File: config.mk
export PLATFORM = sky130hd
export DESIGN_NAME = rstctl_top
export DESIGN_NICKNAME = d
export VERILOG_FILES = /design/src/rtl/rstctl_pkg.sv /design/src/rtl/rstctl_pinqual.sv /design/src/rtl/rstctl_modewatch.sv /design/src/rtl/rstctl_stretch.sv /design/src/rtl/rstctl_top.sv
export SDC_FILE = /design/constraint.sdc
export NUM_CORES = 1
export LEC_CHECK = 0
export BUFFER_PORTS_ARGS = -buffer_cell sky130_fd_sc_hd__buf_4
export CAP_MARGIN = 15
export CORE_MARGIN = 5
export CORE_UTILIZATION = 25
export DETAILED_ROUTE_END_ITERATION = 7
export PLACE_DENSITY_LB_ADDON = 0.25
export SYNTH_ARGS = -nofsm -noshare
export SYNTH_HDL_FRONTEND = slang
export SYNTH_SLANG_ARGS = --single-unit
File: constraint.sdc
create_clock -name clk -period 1.82 [get_ports clk]
set_input_delay 0.455 -clock clk [delete_from_list [all_inputs] [get_ports clk]]
set_output_delay 0.455 -clock clk [all_outputs]
set_load 0.01 [all_outputs]
File: src/rtl/rstctl_pkg.sv
package rstctl_pkg;

    typedef enum logic [2:0] {
        CAUSE_NONE       = 3'd0,
        CAUSE_SUPPLY     = 3'd1,
        CAUSE_PIN        = 3'd2,
        CAUSE_EEPROM     = 3'd3,
        CAUSE_HWLP       = 3'd4,
        CAUSE_SUSP_EXIT  = 3'd5,
        CAUSE_SWBIT      = 3'd6,
        CAUSE_SUSP_ENTRY = 3'd7
    } cause_e;

    // One flag per trigger, strongest first.
    typedef struct packed {
        logic supply;
        logic pin;
        logic eeprom;
        logic hwlp;
        logic susp_exit;
        logic swbit;
        logic susp_entry;
    } req_t;

    function automatic logic wants_full(req_t r);
        return r.supply | r.pin | r.eeprom | r.hwlp | r.susp_exit | r.swbit;
    endfunction

    function automatic cause_e pick_cause(req_t r);
        cause_e c;
        if (r.supply)         c = CAUSE_SUPPLY;
        else if (r.pin)       c = CAUSE_PIN;
        else if (r.eeprom)    c = CAUSE_EEPROM;
        else if (r.hwlp)      c = CAUSE_HWLP;
        else if (r.susp_exit) c = CAUSE_SUSP_EXIT;
        else if (r.swbit)     c = CAUSE_SWBIT;
        else if (r.susp_entry) c = CAUSE_SUSP_ENTRY;
        else                  c = CAUSE_NONE;
        return c;
    endfunction

endpackage

File: src/rtl/rstctl_pinqual.sv
module rstctl_pinqual #(
    parameter int SYNC_STAGES = 2,
    parameter int MIN_CYCLES  = 40
) (
    input  logic clk,
    input  logic rst,
    input  logic pin_async,
    output logic qualified
);
    localparam int CW = $clog2(MIN_CYCLES + 1);
    localparam logic [CW-1:0] LAST = CW'(MIN_CYCLES - 1);

    logic [SYNC_STAGES-1:0] sync_q;
    logic                   pin_s;
    logic [CW-1:0]          run_q;

    generate
        if (SYNC_STAGES == 1) begin : g_one
            always_ff @(posedge clk) begin
                if (rst) sync_q <= '0;
                else     sync_q <= pin_async;
            end
        end else begin : g_chain
            always_ff @(posedge clk) begin
                if (rst) sync_q <= '0;
                else     sync_q <= {sync_q[SYNC_STAGES-2:0], pin_async};
            end
        end
    endgenerate

    assign pin_s = sync_q[SYNC_STAGES-1];

    // Count consecutive synchronized-high cycles, saturating at the threshold.
    always_ff @(posedge clk) begin
        if (rst || !pin_s)   run_q <= '0;
        else if (run_q != LAST) run_q <= run_q + 1'b1;
    end

    assign qualified = pin_s && (run_q == LAST);

endmodule

File: src/rtl/rstctl_modewatch.sv
module rstctl_modewatch (
    input  logic clk,
    input  logic rst,
    input  logic hw_lowpwr,
    input  logic sw_susp,
    output logic hw_change,
    output logic susp_enter,
    output logic susp_leave,
    output logic in_susp
);
    logic hw_q;
    logic susp_q;

    // Track the current levels during reset so no edge is reported on release.
    always_ff @(posedge clk) begin
        hw_q   <= hw_lowpwr;
        susp_q <= sw_susp;
    end

    assign hw_change  = !rst && (hw_lowpwr != hw_q);
    assign susp_enter = !rst && sw_susp && !susp_q;
    assign susp_leave = !rst && !sw_susp && susp_q;
    assign in_susp    = susp_q;

endmodule

File: src/rtl/rstctl_stretch.sv
module rstctl_stretch #(
    parameter int HOLD_CYCLES = 16
) (
    input  logic clk,
    input  logic rst,
    input  logic trigger,
    output logic active,
    output logic final_cycle
);
    localparam int CW = $clog2(HOLD_CYCLES + 1);
    localparam logic [CW-1:0] LOAD = CW'(HOLD_CYCLES);

    logic [CW-1:0] left_q;

    always_ff @(posedge clk) begin
        if (rst || trigger)    left_q <= LOAD;
        else if (left_q != '0) left_q <= left_q - 1'b1;
    end

    assign active      = (left_q != '0);
    assign final_cycle = (left_q == CW'(1));

endmodule

File: src/rtl/rstctl_top.sv
module rstctl_top
    import rstctl_pkg::*;
#(
    parameter int SYNC_STAGES    = 2,
    parameter int PIN_MIN_CYCLES = 40,
    parameter int HOLD_CYCLES    = 16
) (
    input  logic       clk,
    input  logic       rst,
    input  logic       ext_rst_pin,
    input  logic       vdd_ok,
    input  logic       osc_ok,
    input  logic       eep_cksum_err,
    input  logic       sw_rst_set,
    input  logic       hw_lowpwr,
    input  logic       sw_susp,
    output logic       chip_rst,
    output logic       part_rst,
    output logic       sw_rst_bit,
    output logic [2:0] rst_cause
);
    req_t   req;
    logic   pin_ok;
    logic   hw_change, susp_enter, susp_leave, in_susp;
    logic   full_trig;
    logic   stretch_active, stretch_last;
    logic   swbit_q;
    cause_e cause_q;

    rstctl_pinqual #(
        .SYNC_STAGES (SYNC_STAGES),
        .MIN_CYCLES  (PIN_MIN_CYCLES)
    ) u_pin (
        .clk       (clk),
        .rst       (rst),
        .pin_async (ext_rst_pin),
        .qualified (pin_ok)
    );

    rstctl_modewatch u_mode (
        .clk        (clk),
        .rst        (rst),
        .hw_lowpwr  (hw_lowpwr),
        .sw_susp    (sw_susp),
        .hw_change  (hw_change),
        .susp_enter (susp_enter),
        .susp_leave (susp_leave),
        .in_susp    (in_susp)
    );

    always_comb begin
        req.supply     = !(vdd_ok && osc_ok);
        req.pin        = pin_ok;
        req.eeprom     = eep_cksum_err;
        req.hwlp       = hw_change;
        req.susp_exit  = susp_leave;
        req.swbit      = sw_rst_set;
        req.susp_entry = susp_enter;
    end

    assign full_trig = !rst && wants_full(req);

    rstctl_stretch #(
        .HOLD_CYCLES (HOLD_CYCLES)
    ) u_hold (
        .clk         (clk),
        .rst         (rst),
        .trigger     (full_trig),
        .active      (stretch_active),
        .final_cycle (stretch_last)
    );

    // Software reset bit: set by strobe, cleared on the edge the reset ends.
    always_ff @(posedge clk) begin
        if (rst)                             swbit_q <= 1'b0;
        else if (sw_rst_set)                 swbit_q <= 1'b1;
        else if (stretch_last && !full_trig) swbit_q <= 1'b0;
    end

    // Sticky cause: updated on any trigger, including suspend entry.
    always_ff @(posedge clk) begin
        if (rst)                                cause_q <= CAUSE_SUPPLY;
        else if (full_trig || req.susp_entry)   cause_q <= pick_cause(req);
    end

    assign chip_rst   = stretch_active;
    assign part_rst   = stretch_active || in_susp;
    assign sw_rst_bit = swbit_q;
    assign rst_cause  = cause_q;

endmodule

Word-level counts from Yosys, hierarchy flattened
Index checks and enable logic that the tools add are counted.
{"block": "word_totals", "elab_cells": 48, "reg_bits": 19, "in_bits": 9}
{"block": "classes", "n_eq_ne": 4, "n_bitwise": 5, "add_sub_neg": 2, "n_reduce_logical": 21, "n_mux": 9}
{"op": "$mux W3", "count": 7}
{"op": "$logic_and A1 B1 Y1", "count": 9}
{"op": "$add A6 B1 Y6 const B", "count": 1}
{"op": "$eq A6 B6 Y1 const B", "count": 1}
{"op": "$logic_not A1 Y1", "count": 6}
{"op": "$ne A6 B6 Y1 const B", "count": 1}
{"op": "$eq A5 B1 Y1 const B", "count": 1}
{"op": "$or A1 B1 Y1", "count": 5}
{"op": "$reduce_bool A5 Y1", "count": 1}
{"op": "$sub A5 B1 Y5 const B", "count": 1}
{"op": "$logic_or A1 B1 Y1", "count": 4}
{"op": "$mux W1", "count": 2}
{"op": "$reduce_bool A2 Y1", "count": 1}
{"op": "$ne A1 B1 Y1", "count": 1}

Depth between registers and ports, before layout
Gate-level depths: netlist of the first run.
{"block": "depth", "word_depth": 12, "depth_mapped": 6, "ltp_nobuf": 6}

Cells and area by module
From an unflattened synthesis of the first run, not the netlist that was laid out.
{"block": "unflattened", "cells_unflattened": 95, "hier_area_um2": 883.3}
{"mod": "rstctl_pinqual", "area_each_um2": 329.1, "cells_each": 34, "seq_area_each_um2": 160.2, "n_inst": 1}
{"mod": "rstctl_stretch", "area_each_um2": 264.0, "cells_each": 28, "seq_area_each_um2": 100.1, "n_inst": 1}
{"mod": "rstctl_top", "area_each_um2": 222.7, "cells_each": 27, "seq_area_each_um2": 80.1, "n_inst": 1}
{"mod": "rstctl_modewatch", "area_each_um2": 67.6, "cells_each": 6, "seq_area_each_um2": 40.0, "n_inst": 1}

Least setup slack after synthesis of the first run
No wires, ideal clock.
{"block": "synth_timing", "path_type": "register to output", "startpoint": "reg u_hold.left_q[0]", "endpoint": "out part_rst", "stages_incl_launch_ff": 6, "setup_slack_ns": 0.146, "arrival_ns": 1.219, "required_ns": 1.365, "path_cell_list": "dfxtp_1 -> inv_1 -> ha_1 -> nor2b_1 -> nand2_1 -> or2_2"}
{"block": "synth_between", "elab_chain_len": 2}
{"item": "start, declared", "line": "rstctl_stretch.sv:13", "text": "logic [CW-1:0] left_q;"}
{"item": "start signal, assigned", "line": "rstctl_stretch.sv:17", "text": "else if (left_q != '0) left_q <= left_q - 1'b1;"}
{"item": "$reduce_bool A5 Y1", "line": "rstctl_stretch.sv:20", "text": "assign active = (left_q != '0);"}
{"item": "named net chip_rst", "line": "rstctl_top.sv:17", "text": "output logic chip_rst,"}
{"item": "$logic_or A1 B1 Y1", "line": "rstctl_top.sv:87", "text": "assign part_rst = stretch_active || in_susp;"}
{"item": "end, declared", "line": "rstctl_top.sv:18", "text": "output logic part_rst,"}
The timed path passes the listed nets, and every way through them passes these cells.

Final worst setup path of the first run
{"block": "layout_timing", "startpoint": "reg u_hold.left_q[1]", "endpoint": "out part_rst"}
{"block": "layout_between", "elab_chain_len": 2}
{"item": "$reduce_bool A5 Y1", "line": "rstctl_stretch.sv:20"}
{"item": "$logic_or A1 B1 Y1", "line": "rstctl_top.sv:87"}
Every way passes these cells.

==> impl_metrics.tcl, run 1 <==
set metrics [dict create \
    dpl.hpwl_um 1340 \
    ant_nets 0 \
    io_buffers 14 \
    synth_compound_area_frac 0.117 \
    hp-class "primary input to flop" \
    cts.sinks 19 \
    drc 0 \
    fp.dieH_um 68.1 \
    crit_arrival_ps 1390 \
    path_clk_slew_ps 110 \
    start_util 0.255 \
    synth_area_um2 845 \
    routedWlPerCell_um 11.3 \
    clock-root-buffer "clkbuf_4" \
    dp.cells 152 \
    crit_start "u_hold.left_q[1]" \
    cts_inserted_buffers 3 \
    ff_latch_area_um2 383 \
    synth_seq_cells 19 \
    maxSlewHeadroom 0.753 \
    critPathKind "flop to output port" \
    fin_ws_ps -27.9 \
    hold_viol 0 \
    worst_setup_path_start_kind "flop" \
    via_count 684 \
    layout_common_cells "18 x buf_4, 17 x dfxtp_1, 11 x nor2_1" \
    vias_per_cell 4.28 \
    setup_viol 1 \
    worstReg2RegStart "u_mode.hw_q" \
    ios 15 \
    maxSlewViolCount 0 \
    placed_area_um2 1010 \
    drive_gt1_frac 0.307 \
    finClkSkew_ps 6.74 \
    fill_cells 363 \
    cap_violations 0 \
    wl_um 1800 \
    drt_iter0_drc 54 \
    htree_levels 1 \
    yosysSeqAreaShare 0.450 \
    status "complete, but fails checks" \
    synth_top_family_by_area "simple AND/OR/NAND/NOR gates" \
    rows 21 \
    synth_mux_area_frac 0.0119 \
    die_w_um 68.1 \
    crit_required_ps 1360 \
    synth_adder_area_share 0.0444 \
    hp-start "hw_lowpwr" \
    postSynthAreaPerCell_um2 9.28 \
    diodes 0 \
    power_density_nw_per_um2 657 \
    antenna_found_initial 0 \
    layout_commonest_cell "buf_4" \
    place.gp.congestion 0.781 \
    areaGrowthSynthToFinish_pct 30.7 \
    synth-xor-area-share 0.0726 \
    max_slew.worst_pin.slew_ps 369 \
    synth_nets 103 \
    grt_setup_unrepaired "yes" \
    dieArea_um2 4640 \
    nNetsFinal 127 \
    fmax_mhz 541 \
    multi_input_comb_area_um2 478 \
    yosys_warnings 0 \
    syn_inst 91 \
    layout.cells.non_filler 160 \
    design_area_um2 1100 \
    cts.path.max_buffers 2 \
    cts_hold_buf 0 \
    peakVddDrop_uv 380 \
    cts_tree "yes" \
    gr-total-overflow 0 \
    grt_max_degree 12 \
    pre_cts_slack_ps 96.6 \
    ys_types 31 \
    gr-usage-all-layers 0.0934 \
    grt_pass1_wl_um 3180 \
    violations "negative setup slack" \
    first_pass_iters 4 \
    period_needed_ps 1850 \
    fin_crit_sh 1.02 \
    grt_pass1_vias 738 \
    clock_insertion_delay_worst_skew_ps 300 \
    p_leak_nw 0.454 \
    end_kind "output port" \
    yosys.area_share.simple 0.290 \
    worstPathMaxFanout 2 \
    core_um2 3310 \
]
==> cells in the mapped netlist (all sizes together) <==
cell / instances / area [um2]
a211oi: 2 / 20.0
a21o: 1 / 7.51
a21oi: 5 / 25.0
a31o: 1 / 8.76
a31oi: 2 / 12.5
and2b: 2 / 15.0
and3: 1 / 6.26
dfxtp: 19 / 380
ha: 3 / 37.5
inv: 3 / 11.3
mux2i: 1 / 10.0
nand2: 4 / 15.0
nand2b: 5 / 31.3
nand3: 4 / 25.0
nand3b: 1 / 7.51
nand4: 1 / 6.26
nand4b: 1 / 8.76
nor2: 11 / 41.3
nor2b: 3 / 18.8
nor3: 3 / 15.0
nor3b: 3 / 22.5
o21ai: 1 / 5.00
o21bai: 1 / 7.51
o31ai: 1 / 12.5
or2: 2 / 12.5
or2b: 1 / 7.51
or3: 2 / 12.5
xnor2: 2 / 17.5
xor2: 5 / 43.8
==> final timing paths <==
path / end / slack [ps] / cells past startpoint
max: part_rst / -30 / 6
min: u_mode.hw_q / 270 / 1
min reg2reg: u_pin.sync_q[1] / 450 / 1
max reg2reg: u_hold.left_q[1] / 390 / 4
==> registers in the layout (all words and copies together) (netlist names) <==
| signal | cells |
|---|---|
| u_pin.run_q | 6 |
| u_hold.left_q | 5 |
| rst_cause | 3 |
| u_pin.sync_q | 2 |
| sw_rst_bit | 1 |
| u_mode.hw_q | 1 |
| u_mode.in_susp | 1 |
==> metal layers <==
| layer | track usage | vias to the layer above | wire length, um |
|---|---|---|---|
| met5 | 0 | - | 0 |
| met1 | 0.116 | 309 | 864 |
| met2 | 0.146 | 16 | 817 |
| met4 | 0.0248 | 0 | 13 |
| met3 | 0.0427 | 2 | 105 |
| li1 | - | 357 | - |
==> report_power, final <==
| group | leakage, nW | switching, mW | total, mW | internal [mW] |
|---|---|---|---|---|
| sequential | 0.156 | 0.00719 | 0.433 | 0.426 |
| clock | 0.0177 | 0.135 | 0.216 | 0.0818 |
| combinational | 0.280 | 0.0350 | 0.0756 | 0.0406 |
| total | 0.454 | 0.177 | 0.726 | 0.549 |
==> through the flow <==
stage / TNS [ps] / hold WS, ps / utilization / total power, mW
after floorplan: 0 / 414 / - / 0.478
after global placement: 0 / 433 / 0.307 / 0.512
after detailed placement: 0 / 424 / 0.307 / 0.513
after CTS: -40.4 / 262 / 0.331 / 0.736
after global routing: -139 / 241 / 0.333 / 0.771
final: -27.9 / 270 / 0.333 / 0.726
==> what timing repair did <==
action                                  4_1_cts  5_1_grt
cloned                                        0        0
gates resized for setup                      10        1
setup buffers                                 3        1
pin swaps                                     2        1
endpoints found under the setup margin        2        2
==> critical path, cell delays in order (launching register included) <==
cell	delay [ps]
dfxtp_2	350
inv_2	70
ha_4	130
nor2b_4	140
nand2_2	60
or2_4	230
buf_6	120
==> logic make-up after synthesis <==
| logic type | count (synthesis) |
|---|---|
| AOI/OAI and AO/OA | 14 |
| buffers and inverters | 3 |
| muxes | 1 |
| xor gates and xnor gates | 7 |
| and+or+nand+nor | 44 |
| adders and majority gates | 3 |
| DFF | 19 |
==> cell type report <==
class,count,share of cell area
Clock inverter,1,0.00454
Inverter,3,0.0102
Sequential cell,19,0.347
Timing Repair Buffer,19,0.133
Tap cell,46,0.0522
Clock buffer,3,0.0204
Multi-Input combinational cell,69,0.433
Power figures use the tool's default switching activity.
==> run 2, diff against run 1 <==
ABC_AREA = 1   (was default)
CTS_BUF_LIST = sky130_fd_sc_hd__clkbuf_2 sky130_fd_sc_hd__clkbuf_4 sky130_fd_sc_hd__clkbuf_8   (was default)
==> run 2 against run 1 <==
  * Area after synthesis is 15% higher
  * Sequential cell count stayed put
  * Clock-buffer cell count stayed put
  * The flow now finishes without violations
  * Critical path depth stayed put
==> impl_metrics.tcl, run 2 <==
set metrics [dict create \
    status "completed" \
    vias_per_cell 4.23 \
    maxSlewHeadroom 0.836 \
    wl_um 1940 \
    tns_ps 0 \
    dieArea_um2 5220 \
    drc 0 \
    utilization 0.325 \
    crit_arrival_ps 1300 \
    path_buf_inv 3 \
    period_needed_ps 1750 \
    cap_violations 0 \
    cp_slowest_cell "dfxtp_4" \
    p_clk_frac 0.361 \
    synth_area_um2 970 \
    synth-async-reset-ratio 0 \
    layout_commonest_cell "nand2_1" \
    synth_edf_count 0 \
    routedWlPerCell_um 10.3 \
    postSynthAreaPerCell_um2 7.88 \
    peakVddDrop_uv 405 \
    max_slew.worst_pin.slew_ps 245 \
    finClkSkew_ps 4.89 \
    syn_inst 123 \
    power_density_nw_per_um2 692 \
    synth_seq_cells 19 \
    fin_ws_ps 65.3 \
    power_switching_uw 209 \
    path_depth 6 \
    holdPathStages 1 \
    design_area_um2 1210 \
    highest_layer "met4" \
    yosysSeqAreaShare 0.392 \
    seq_power_share 0.521 \
    gr-usage-all-layers 0.0751 \
    largest_reg_flops 6 \
    r2r_setup_slack_ps 310 \
    via_count 800 \
    maxSlewViolCount 0 \
    worstReg2RegStart "u_pin.run_q[0]" \
    layout_common_cells "19 x nand2_1, 17 x dfxtp_1, 15 x nor2_1, 15 x buf_4, 12 x inv_1" \
    path_clk_slew_ps 70 \
    r2r_end "rst_cause[1]" \
    synth_nets 135 \
    path_delay_family "flip-flops" \
    switching_share 0.251 \
    io_buffers 14 \
    r2r.worst_path.cells 10 \
    first_pass_iters 4 \
    areaGrowthSynthToFinish_pct 24.5 \
    clock-root-buffer "clkbuf_8" \
    drt-met1-wl_um 829 \
    post-synth-top-count-cell "nand2_1" \
    cts.path.max_buffers 2 \
    antenna_found_initial 0 \
    placed_area_um2 1120 \
    drt_iter0_drc 19 \
    nNetsFinal 154 \
    hp-class "primary input to flop" \
    rows 22 \
    ys_types 25 \
    cts_hold_buf 0 \
    diodes 0 \
    cts_tree "yes" \
    drive_gt1_frac 0.326 \
    cts.sinks 19 \
    top_register "u_pin.run_q" \
    layout.cells.non_filler 189 \
    pre_cts_slack_ps 131 \
    dpl.hpwl_um 1550 \
    critPathKind "flop to output port" \
    setup_viol 0 \
    ant_nets 0 \
    fmax_mhz 570 \
    core_um2 3720 \
    p_leak_nw 0.508 \
    hold_viol 0 \
    p_int_uw 626 \
    critPathMaxStageDelay_ps 360 \
    hp-start "hw_lowpwr" \
    htree_levels 1 \
    worstPathMaxFanout 6 \
    fin_crit_sh 0.964 \
    power_frac_comb 0.118 \
    grt_pass1_wl_um 3170 \
    fill_cells 418 \
    synth_common_cells "20 x nand2_1, 19 x dfxtp_1, 16 x nor2_1" \
    grt_max_degree 13 \
    ios 15 \
    synth_area_leader_cell "dfxtp_1" \
    gr-total-overflow 0 \
    die_w_um 72.3 \
    fp.dieH_um 72.3 \
    clock_insertion_delay_worst_skew_ps 260 \
    yosys_most_used_dff "dfxtp_1" \
    hold_end "u_mode.hw_q" \
    yosysTopAreaCellShare 0.392 \
    cts_inserted_buffers 3 \
    dp.cells 184 \
    end_kind "output port" \
    crit_required_ps 1360 \
    yosys_warnings 0 \
    worstPathCellList "inv_2, ha_4, nand2_2, nor2_4, inv_1, buf_4" \
    met3_length_um 106 \
    start_util 0.261 \
    place.gp.congestion 0.771 \
    worst_setup_path_start_kind "flop" \
    synth_area_leaders "dfxtp_1 39%, nand2_1 7.7%, nor2_1 6.2%" \
    grt_pass1_vias 768 \
    wl_met2_um 986 \
]
run 2: cell types whose count changed after synthesis, sizes merged, moves of 3 or more:
cell / change
nor3b: -3
nand2: +20
nor2: +10
o21ai: +3
nand3: +4
nand2b: -5
nor2b: -3
xor2: -3
a21oi: +6
inv: +14
run 2: area by class of cell:
class / instances / area [um2] / share of cell area
Tap cell: 48 / 60.1 / 0.0497
Timing Repair Buffer: 15 / 113 / 0.0933
Sequential cell: 19 / 385 / 0.319
Inverter: 17 / 66.3 / 0.0549
Clock inverter: 1 / 7.51 / 0.00622
Multi-Input combinational cell: 86 / 534 / 0.442
Clock buffer: 3 / 41.3 / 0.0342
run 2: cells by family after synthesis:
family          count (synthesis)  synth area share
fa+ha+maj                       3            0.0387
buf+inv                        18            0.0800
xor+xnor                        5            0.0452
compound gates                 16            0.0890
simple gates                   62             0.355
flops                          19             0.392
run 2: per-stage QoR:
step / power, mW / hold WS, ps
2_1_floorplan: 0.508 / 388
3_3_place_gp: 0.542 / 400
3_5_place_dp: 0.543 / 401
4_1_cts: 0.851 / 310
5_1_grt: 0.879 / 307
6_report: 0.836 / 316
run 2: worst max path at each step:
stage	startpoint	to	slack, ps
floorplan	u_hold.left_q[0]	part_rst	350
global route	u_hold.left_q[2]	chip_rst	-30
CTS	u_hold.left_q[0]	chip_rst	3
detailed placement	u_hold.left_q[0]	chip_rst	130
global placement	u_hold.left_q[0]	chip_rst	190
finish	u_hold.left_q[0]	chip_rst	70
run 2: power by group through the flow:
stage               Combinational (mW)  Sequential (mW)  Clock [mW]
floorplan                       0.0600            0.448           0
global placement                0.0958            0.446           0
detailed placement              0.0969            0.446           0
CTS                             0.0982            0.437       0.316
global route                     0.111            0.437       0.331
finish                          0.0983            0.436       0.302
run 2: what timing repair did:
action,in CTS,in global routing
setup buffers,0,1
setup endpoints to repair,2,2
pin swaps,0,2
resized for setup,2,8
run 2: layer usage:
| layer | global-route usage | vias up |
|---|---|---|
| met4 | 0.0188 | 0 |
| met2 | 0.130 | 15 |
| li1 | - | 423 |
| met3 | 0.0263 | 2 |
| met1 | 0.0875 | 360 |
| met5 | 0 | - |
